File: src/rtl/irq_pin_pkg.sv
package irq_pin_pkg;
   localparam int unsigned WORD_W = 16;
   typedef logic [WORD_W-1:0] word_t;
   localparam word_t UNMAPPED_VAL = '1;
endpackage

File: src/rtl/irq_evt_latch.sv
module irq_evt_latch #(
   parameter int unsigned N_EVT = 8
) (
   input  logic             clk,
   input  logic             rst_n,
   input  logic [N_EVT-1:0] evt_i,
   input  logic             clr_i,
   output logic [N_EVT-1:0] stat_o
);
   // one sticky flop per source; a new event beats a simultaneous clear
   for (genvar g = 0; g < N_EVT; g++) begin : g_bit
      logic flag_q;
      always_ff @(posedge clk or negedge rst_n) begin
         if (!rst_n)          flag_q <= 1'b0;
         else if (evt_i[g])   flag_q <= 1'b1;
         else if (clr_i)      flag_q <= 1'b0;
      end
      assign stat_o[g] = flag_q;
   end
endmodule

File: src/rtl/irq_reg_file.sv
module irq_reg_file
   import irq_pin_pkg::*;
#(
   parameter int unsigned N_EVT     = 8,
   parameter int unsigned ADDR_W    = 5,
   parameter int unsigned IRQ_ADDR  = 17,
   parameter int unsigned CTRL_ADDR = 16,
   parameter int unsigned LEVEL_BIT = 14
) (
   input  logic              clk,
   input  logic              rst_n,
   input  logic              wr_i,
   input  logic              rd_i,
   input  logic [ADDR_W-1:0] addr_i,
   input  word_t             wdata_i,
   input  logic [N_EVT-1:0]  stat_i,
   output word_t             rdata_o,
   output logic [N_EVT-1:0]  en_o,
   output logic              level_o,
   output logic              clr_o
);
   localparam logic [ADDR_W-1:0] A_IRQ  = ADDR_W'(IRQ_ADDR);
   localparam logic [ADDR_W-1:0] A_CTRL = ADDR_W'(CTRL_ADDR);

   logic hit_irq, hit_ctrl;
   logic [N_EVT-1:0] en_q;
   logic level_q;

   assign hit_irq  = (addr_i == A_IRQ);
   assign hit_ctrl = (addr_i == A_CTRL);

   always_ff @(posedge clk or negedge rst_n) begin
      if (!rst_n) begin
         en_q    <= '0;
         level_q <= 1'b0;
      end else if (wr_i) begin
         if (hit_irq)  en_q    <= wdata_i[2*N_EVT-1:N_EVT];
         if (hit_ctrl) level_q <= wdata_i[LEVEL_BIT];
      end
   end

   always_comb begin
      rdata_o = UNMAPPED_VAL;
      if (hit_irq) begin
         rdata_o = '0;
         rdata_o[N_EVT-1:0]       = stat_i;
         rdata_o[2*N_EVT-1:N_EVT] = en_q;
      end else if (hit_ctrl) begin
         rdata_o = '0;
         rdata_o[LEVEL_BIT] = level_q;
      end
   end

   assign clr_o   = rd_i && hit_irq;
   assign en_o    = en_q;
   assign level_o = level_q;
endmodule

File: src/rtl/irq_pin_out.sv
module irq_pin_out #(
   parameter int unsigned N_EVT   = 8,
   parameter bit          REG_OUT = 1'b0
) (
   input  logic             clk,
   input  logic             rst_n,
   input  logic [N_EVT-1:0] stat_i,
   input  logic [N_EVT-1:0] en_i,
   input  logic             level_i,
   output logic             oe_o,
   output logic             pin_o
);
   logic pend;
   assign pend  = |(stat_i & en_i);
   assign pin_o = level_i;

   if (REG_OUT) begin : g_reg
      logic oe_q;
      always_ff @(posedge clk or negedge rst_n) begin
         if (!rst_n) oe_q <= 1'b0;
         else        oe_q <= pend;
      end
      assign oe_o = oe_q;
   end else begin : g_comb
      assign oe_o = pend;
   end
endmodule

File: src/rtl/irq_pin_ctrl.sv
module irq_pin_ctrl
   import irq_pin_pkg::*;
#(
   parameter int unsigned N_EVT     = 8,
   parameter int unsigned ADDR_W    = 5,
   parameter int unsigned IRQ_ADDR  = 17,
   parameter int unsigned CTRL_ADDR = 16,
   parameter int unsigned LEVEL_BIT = 14,
   parameter bit          REG_OUT   = 1'b0
) (
   input  logic              clk,
   input  logic              rst_n,
   input  logic [N_EVT-1:0]  evt_pulse,
   input  logic              reg_wr,
   input  logic              reg_rd,
   input  logic [ADDR_W-1:0] reg_addr,
   input  logic [15:0]       reg_wdata,
   output logic [15:0]       reg_rdata,
   output logic              irq_out,
   output logic              irq_oe
);
   initial begin
      if (2*N_EVT > WORD_W) $error("irq_pin_ctrl: status and enable do not fit one word");
      if (LEVEL_BIT >= WORD_W) $error("irq_pin_ctrl: level bit outside word");
      if (IRQ_ADDR == CTRL_ADDR) $error("irq_pin_ctrl: register addresses collide");
      if (IRQ_ADDR >= (1 << ADDR_W) || CTRL_ADDR >= (1 << ADDR_W))
         $error("irq_pin_ctrl: address exceeds ADDR_W");
   end

   logic [N_EVT-1:0] stat_w, en_w;
   logic level_w, clr_w;

   irq_evt_latch #(.N_EVT(N_EVT)) latch_i (
      .clk(clk), .rst_n(rst_n), .evt_i(evt_pulse), .clr_i(clr_w), .stat_o(stat_w)
   );

   irq_reg_file #(
      .N_EVT(N_EVT), .ADDR_W(ADDR_W), .IRQ_ADDR(IRQ_ADDR),
      .CTRL_ADDR(CTRL_ADDR), .LEVEL_BIT(LEVEL_BIT)
   ) regs_i (
      .clk(clk), .rst_n(rst_n), .wr_i(reg_wr), .rd_i(reg_rd), .addr_i(reg_addr),
      .wdata_i(reg_wdata), .stat_i(stat_w), .rdata_o(reg_rdata), .en_o(en_w),
      .level_o(level_w), .clr_o(clr_w)
   );

   irq_pin_out #(.N_EVT(N_EVT), .REG_OUT(REG_OUT)) pin_i (
      .clk(clk), .rst_n(rst_n), .stat_i(stat_w), .en_i(en_w), .level_i(level_w),
      .oe_o(irq_oe), .pin_o(irq_out)
   );
endmodule

File: config.mk
export PLATFORM = sky130hd
export DESIGN_NAME = irq_pin_ctrl
export DESIGN_NICKNAME = d
export VERILOG_FILES = /design/src/rtl/irq_pin_pkg.sv /design/src/rtl/irq_evt_latch.sv /design/src/rtl/irq_reg_file.sv /design/src/rtl/irq_pin_out.sv /design/src/rtl/irq_pin_ctrl.sv
export SDC_FILE = /design/constraint.sdc
export NUM_CORES = 1
export LEC_CHECK = 0
export CORE_MARGIN = 1.5
export CORE_UTILIZATION = 32
export CTS_CLUSTER_DIAMETER = 60
export CTS_CLUSTER_SIZE = 12
export DETAILED_ROUTE_END_ITERATION = 6
export PLACE_DENSITY = 0.79
export SYNTH_ARGS = -nofsm -noshare
export SYNTH_HDL_FRONTEND = slang
export SYNTH_SLANG_ARGS = --single-unit
File: constraint.sdc
create_clock -name clk -period 1.1 [get_ports clk]
set_clock_uncertainty 0.15 [all_clocks]
set_input_delay 0.11 -clock clk [delete_from_list [all_inputs] [get_ports clk]]
set_output_delay 0.11 -clock clk [all_outputs]
set_load 0.005 [all_outputs]
# Yosys cells after proc, flatten, opt, wreduce, memory -nomap -nowiden
# Cells that the tools add are included.
dict set report totals {
  register_bits 17
  input_bits 33
  out_inout_bits 18
  wordCells 36
}
dict set report classes {
  n_eq_ne 2
  mux 11
  n_bitwise 1
  reduce_logical 12
}
# cell n
set ops {}
lappend ops {{16-bit two-way mux} 2}
lappend ops {{2-bit nonzero test} 8}
lappend ops {{5-bit == test, second input constant} 2}
lappend ops {{1-bit two-way mux} 9}
lappend ops {{8-bit AND} 1}
lappend ops {{8-bit OR reduction} 1}
lappend ops {{2-bit AND reduction} 2}
lappend ops {{1-bit logical AND} 1}

# Logic depth before layout (Yosys ltp)
# Gate-level depths: netlist (run 1).
dict set report logic_depth {
  word_depth 4
  ltp_mapped 4
  ltp_nobuf 3
}

# By module
# A second synthesis (run 1) with hierarchy kept.
dict set report hier_totals {
  cells_unflattened 89
  area_unflattened_um2 883.3
}
# module instances cells_each area_each_um2 seq_area_each_um2
set by_module_without_submodules {}
lappend by_module_without_submodules {irq_reg_file 1 58 515.5 225.2}
lappend by_module_without_submodules {irq_evt_latch 1 25 324.1 200.2}
lappend by_module_without_submodules {irq_pin_out 1 6 43.8 0.0}

# Worst setup path before layout (run 1)
# Ideal clock, no wire load.
dict set report synth_path {
  path_kind {input to register}
  from {in reg_addr[1]}
  to {reg regs_i.en_q[0], in the netlist regs_i.en_o[0]}
  arrival_ns 1.205
  required_time_ns 0.825
  slack_ns -0.380
  cell_stages 4
  path_cell_list {nor4b_4 -> and3_1 -> buf_4 -> mux2_2}
}
dict set report synth_via {
  elab_chain_len 2
}
# item line
set synth_lines {}
lappend synth_lines {{from (decl)} irq_pin_ctrl.sv:16} ;# input logic [ADDR_W-1:0] reg_addr,
lappend synth_lines {{5-bit == test} irq_reg_file.sv:29} ;# assign hit_irq = (addr_i == A_IRQ);
lappend synth_lines {{2-bit AND reduction (no line)} -}
lappend synth_lines {{to (signal assigned)} irq_reg_file.sv:37} ;# if (hit_irq) en_q <= wdata_i[2*N_EVT-1:N_EVT];
lappend synth_lines {{to (decl)} irq_reg_file.sv:26} ;# logic [N_EVT-1:0] en_q;
# Every way passes these cells.
# A chain may end at the register's enable or synchronous reset.

# Worst setup path in the final report (run 1)
dict set report layout_path {
  from {reg regs_i.en_q[6], in the netlist regs_i.en_o[6]}
  to {out irq_oe}
}
dict set report layout_via {
  elab_chain_len 2
}
# item line
set layout_lines {}
lappend layout_lines {{8-bit AND} irq_pin_out.sv:14} ;# assign pend = |(stat_i & en_i);
lappend layout_lines {{8-bit OR reduction} irq_pin_out.sv:14}
lappend layout_lines {{to (decl)} irq_pin_ctrl.sv:20} ;# output logic irq_oe
# Every way passes these cells.

==> results.yml, run 1 <==
run_status:
  outcome: "finished, violations left"
  violations: "negative setup slack"
place:
  dp_hpwl_um: 1740
  port_buffers: 42
  placed_area_um2: 1390
  globalplace.congestion: 0.778
worst_hold_path:
  hp-class: "in2reg"
routing:
  wirelength_um: 4220
  routed_via_density: 5.38
  drcViolationCount: 0
  route.detailed.wl_per_inst_um: 22.0
  drtIter0Drc: 54
  dr.pass1.iters: 4
  routed-via-count: 1033
  postRouteAntennaNets: 0
clocking:
  cts_max_level: 1
  cts_tree: "built"
  clk_latency_ns: 0.29
  clkSinkCount: 17
  clockRootBuffer: "clkbuf_4"
  cts_buffer_depth: 2
  numCtsBuffers: 3
  clk_transition_reported_paths_ns: 0.10
critical_path:
  start_kind: "flip-flop"
  critPathKind: "reg2out"
  worst-endpoint-required_ns: 0.84
  arrival_ns: 1.27
  endpoint_kind: "primary output"
  critical_path_peak_fanout: 2
yosys:
  syn_inst: 79
  syn_area_um2: 811
  ys_types: 14
  synth_area_per_cell_um2: 10.3
  ys_seq_area_frac: 0.525
  synthTopCellsByArea: "dfrtp_1 (52%), nand2_1 (14%), mux2_2 (13%), a21o_1 (7.4%), a22oi_1 (3.7%)"
  synth-seq-cells: 17
  synth_nets: 112
  synth_top_area_cell: "dfrtp_1"
  ys_warn_count: 0
  synth_top_area_share: 0.525
flow_run:
  drv_cap: 0
finish:
  drive_gt1_frac: 0.617
  postLayoutCellArea_um2: 1820
  n_antenna_cell: 0
  area_growth_pct: 125
  nFillCells: 131
  layout.nets: 196
  fin_util: 0.749
floorplan:
  initial_core_util: 0.333
  die_x_um: 53.3
  design.die.area_um2: 2840
  coreArea_um2: 2430
  ioPinCount: 51
  dieHeight_um: 53.3
  row_count: 18
power:
  power_density_nw_per_um2: 989
  p_leak_nw: 0.827
  ir_drop_mv: 0.760
sta:
  slew_headroom: 0.730
  hold_viol: 0
  fmax_mhz: 656
  setup_slack_ns: -0.425
  setup_tns_ns: -8.58
  setup_viol: 35
  rsz0062_at_grt: "true"
  finalCriticalPeriod_ns: 1.53
  period_share: 1.39
  worst_hold_slack_ns: 0.237
  worst_pin_slew_ns: 0.403
  drv_slew: 0
grt:
  grt_pass1_wl_um: 5470
  grt-ovfl-total: 0
  grt_pass1_vias: 1030
  grt_usage: 0.283
  antenna_found_initial: 0
  grt_max_degree: 18
## worst max-delay path, stage by stage (launching register included)
cell,delay (ns)
dfrtp_1,0.44
a22oi_2,0.24
nand4_1,0.13
buf_2,0.16
## synth_stat cells
master    count
and3_1        1
clkbuf_1      2
a21o_1        8
nand3_1       1
dfrtp_1      17
nand4_1       1
buf_4         1
mux2i_1       1
a22oi_1       4
buf_1         1
nand2_1      31
nor4b_4       1
nand3b_1      1
mux2_2        9
## registers in the layout (all words and copies together) (netlist names)
register              count
regs_i.en_o               8
regs_i.level_o            1
latch_i.g_bit.flag_q      8
## worst paths after layout
kind / cells past startpoint / end / slack (ns) / from
min in group asynchronous: 3 / regs_i.en_o[7]$_DFFE_PN0P_ / 0.55 / rst_n
setup / recovery: 3 / irq_oe / -0.43 / regs_i.en_o[6]$_DFFE_PN0P_
hold reg to reg: 1 / latch_i.g_bit[3].flag_q$_DFFE_PN0P_ / 0.45 / latch_i.g_bit[3].flag_q$_DFFE_PN0P_
setup reg to reg: 4 / latch_i.g_bit[7].flag_q$_DFFE_PN0P_ / -0.12 / latch_i.g_bit[7].flag_q$_DFFE_PN0P_
hold / removal: 2 / latch_i.g_bit[2].flag_q$_DFFE_PN0P_ / 0.24 / evt_pulse[2]
max in group asynchronous: 3 / regs_i.en_o[3]$_DFFE_PN0P_ / 0.08 / rst_n
## power by group
group          switching, W  total (W)  internal, W
registers         0.0000766   0.000771     0.000694
clock network      0.000197   0.000338     0.000141
logic              0.000258   0.000693     0.000435
total              0.000532    0.00180      0.00127
## metal layers
layer	vias up	share of wire	global-route usage
li1	436	-	-
met1	492	0.40	0.319
met2	80	0.45	0.444
met3	25	0.096	0.0989
met4	0	0.053	0.188
met5	-	0	0
## cell families after synthesis
family / share of synthesized area
multiplexers: 0.137
buffers and inverters: 0.0232
AND/OR/NAND/NOR: 0.204
AO/OA/AOI/OAI: 0.111
flip-flops: 0.525
## layout by cell type, fill, tap and decap left out
cell type | synthesis | layout
buf_6 | 0 | 35
clkdlybuf4s50_1 | 0 | 19
dfrtp_1 | 17 | 16
buf_4 | 1 | 14
nand2_2 | 0 | 13
nand2_1 | 31 | 10
buf_2 | 0 | 10
mux2_4 | 0 | 9
nand2_4 | 0 | 8
a21o_1 | 8 | 8
clkbuf_4 | 0 | 3
a22oi_2 | 0 | 2
a22oi_1 | 4 | 2
nor4b_4 | 1 | 1
mux2i_1 | 1 | 1
nand4_1 | 1 | 1
and3_1 | 1 | 1
nand3_4 | 0 | 1
nand3b_1 | 1 | 1
clkbuf_1 | 2 | 1
bufbuf_16 | 0 | 1
dlygate4sd3_1 | 0 | 1
clkbuf_2 | 0 | 1
dlygate4sd2_1 | 0 | 1
buf_12 | 0 | 1
dfrtp_2 | 0 | 1
## layout make-up
class / instances / area, µm² / share of cell area
clock buffers: 4 / 26.3 / 0.0144
multi-input cells: 58 / 515 / 0.283
repair buffers: 83 / 816 / 0.448
well taps: 30 / 37.5 / 0.0206
flip-flops and latches: 17 / 427 / 0.234
## through the flow
step | setup WS, ns | total power (W) | std cells
2_1_floorplan | -0.373 | 0.000884 | 79
4_1_cts | -0.306 | 0.00166 | 190
3_5_place_dp | -0.827 | 0.00115 | 164
3_3_place_gp | -0.795 | 0.00114 | 164
5_1_grt | -0.513 | 0.00187 | 192
6_report | -0.425 | 0.00180 | 192
## what timing repair did
item,CTS,global route
endpoints found under the hold margin,17,0
setup buffers,18,4
hold buffers,1,0
resized for setup,129,38
pin swaps,31,9
setup endpoints to repair,35,52
cloned,4,0
No activity file was read; power rests on OpenSTA's default activity.
==> run 2: changes to the inputs <==
--- a/config.mk
+++ b/config.mk
@@ -5,12 +5,11 @@
 export SDC_FILE = /design/constraint.sdc
 export NUM_CORES = 1
 export LEC_CHECK = 0
-export CORE_MARGIN = 1.5
 export CORE_UTILIZATION = 32
 export CTS_CLUSTER_DIAMETER = 60
 export CTS_CLUSTER_SIZE = 12
 export DETAILED_ROUTE_END_ITERATION = 6
-export PLACE_DENSITY = 0.79
+export PLACE_DENSITY = 0.74
 export SYNTH_ARGS = -nofsm -noshare
 export SYNTH_HDL_FRONTEND = slang
 export SYNTH_SLANG_ARGS = --single-unit
==> results.yml, run 2 (synthesis results as in run 1) <==
floorplan:
  initial_core_util: 0.353
  dieHeight_um: 52.3
  coreArea_um2: 2300
  design.die.area_um2: 2740
  ioPinCount: 51
  die_x_um: 52.3
  row_count: 17
clocking:
  clockRootBuffer: "clkbuf_4"
  cts_buffer_depth: 2
  clkSinkCount: 17
  cts_tree: "built"
  clk_latency_ns: 0.30
  numCtsBuffers: 3
  cts_max_level: 1
  clk_transition_reported_paths_ns: 0.10
power:
  power_density_nw_per_um2: 1030
  p_leak_nw: 0.786
  ir_drop_mv: 0.787
sta:
  finalCriticalPeriod_ns: 1.47
  fmax_mhz: 682
  setup_tns_ns: -6.25
  drv_slew: 0
  setup_viol: 35
  worst_pin_slew_ns: 0.321
  hold_viol: 0
  slew_headroom: 0.785
  setup_slack_ns: -0.366
  rsz0062_at_grt: "true"
  period_share: 1.33
critical_path:
  crit_cells: 3
  cp_top_family: "flip-flops"
  crit_chain: "a22oi_1, nand4_1, buf_2"
  critPathKind: "reg2out"
  endpoint_kind: "primary output"
  critPathLaunch: "latch_i.g_bit[1].flag_q$_DFFE_PN0P_"
  reg2reg_depth: 3
  r2r_setup_slack_ns: -0.11
  cp-endpoint: "irq_oe"
  cpPeakStageDelay_ns: 0.42
  cpMaxStageDelayCell: "dfrtp_1"
  reg2reg_to: "regs_i.en_o[3]$_DFFE_PN0P_"
  critical_path_peak_fanout: 2
  path_buf_inv: 1
  r2r-start: "regs_i.en_o[3]$_DFFE_PN0P_"
  start_kind: "flip-flop"
  worst-endpoint-required_ns: 0.84
  arrival_ns: 1.21
run_status:
  outcome: "finished, violations left"
  violations: "negative setup slack"
grt:
  met2_usage: 0.395
  grt_pass1_vias: 964
  grt_pass1_wl_um: 4520
  use_met1: 0.287
  grt_max_degree: 18
  grt_usage: 0.233
  grt-ovfl-total: 0
  antenna_found_initial: 0
  busiest_layer: "met2"
  use_met3: 0.0464
finish:
  fin_util: 0.761
  mostFrequentLayoutCells: "buf_6 (30), clkdlybuf4s50_1 (19), dfrtp_1 (17)"
  final_common_cell: "buf_6"
  layout.nets: 193
  n_antenna_cell: 0
  area_growth_pct: 116
  drive_gt1_frac: 0.604
flow_run:
  drv_cap: 0
routing:
  drtIter0Drc: 22
  routed_via_density: 5.30
  dr.pass1.iters: 4
  route.detailed.wl_per_inst_um: 19.4
  postRouteAntennaNets: 0
  wirelength_um: 3630
  routed-via-count: 991
  drcViolationCount: 0
place:
  place_ws_ns: -0.790
  port_buffers: 42
  dp_hpwl_um: 1680
  globalplace.congestion: 0.750
worst_hold_path:
  hp-class: "in2async"
==> run 2: area by class of cell <==
type | count | area [µm²]
multi-input combinational | 58 | 507
tap | 28 | 35.0
fill | 113 | 549
timing repair buffer | 80 | 754
sequential | 17 | 425
clock buffer | 4 | 26.3
==> run 2: per-layer routing <==
metal / part of all wire / wire length, µm / up-vias
met2: 0.50 / 1820 / 66
met5: 0 / 0 / -
met1: 0.39 / 1420 / 484
li1: - / - / 429
met3: 0.082 / 296 / 12
met4: 0.025 / 90 / 0
==> run 2: worst min path at each step <==
stage | start | to | cells after the start
finish | rst_n | regs_i.level_o$_DFFE_PN0P_ | 2
global route | rst_n | regs_i.level_o$_DFFE_PN0P_ | 2
CTS | rst_n | latch_i.g_bit[6].flag_q$_DFFE_PN0P_ | 2
detailed placement | rst_n | regs_i.level_o$_DFFE_PN0P_ | 2
global placement | rst_n | regs_i.level_o$_DFFE_PN0P_ | 2
floorplan | rst_n | latch_i.g_bit[0].flag_q$_DFFE_PN0P_ | 0
==> run 2: report_power, final <==
group	switching (W)	internal, W	leakage [nW]
clock	0.000207	0.000142	0.0150
sequential	0.0000695	0.000693	0.186
combinational	0.000242	0.000443	0.585
total	0.000518	0.00128	0.786
==> run 2: through the flow <==
stage          total power (W)  instance area [µm²]  hold WS (ns)  cells
3_5_place_dp           0.00115                 1390         0.308    162
6_report               0.00180                 1750       0.00536    187
3_3_place_gp           0.00114                 1390         0.314    162
5_1_grt                0.00186                 1750        0.0138    187
2_1_floorplan         0.000884                  815        -0.336     79
4_1_cts                0.00169                 1630      0.000276    186
==> run 2: repair_timing <==
item / CTS / global route
pin swaps: 30 / 10
setup endpoints to repair: 35 / 35
buffers inserted: 19 / 6
hold buffers: 0 / 0
gates resized for setup: 127 / 34
cloned: 1 / 0
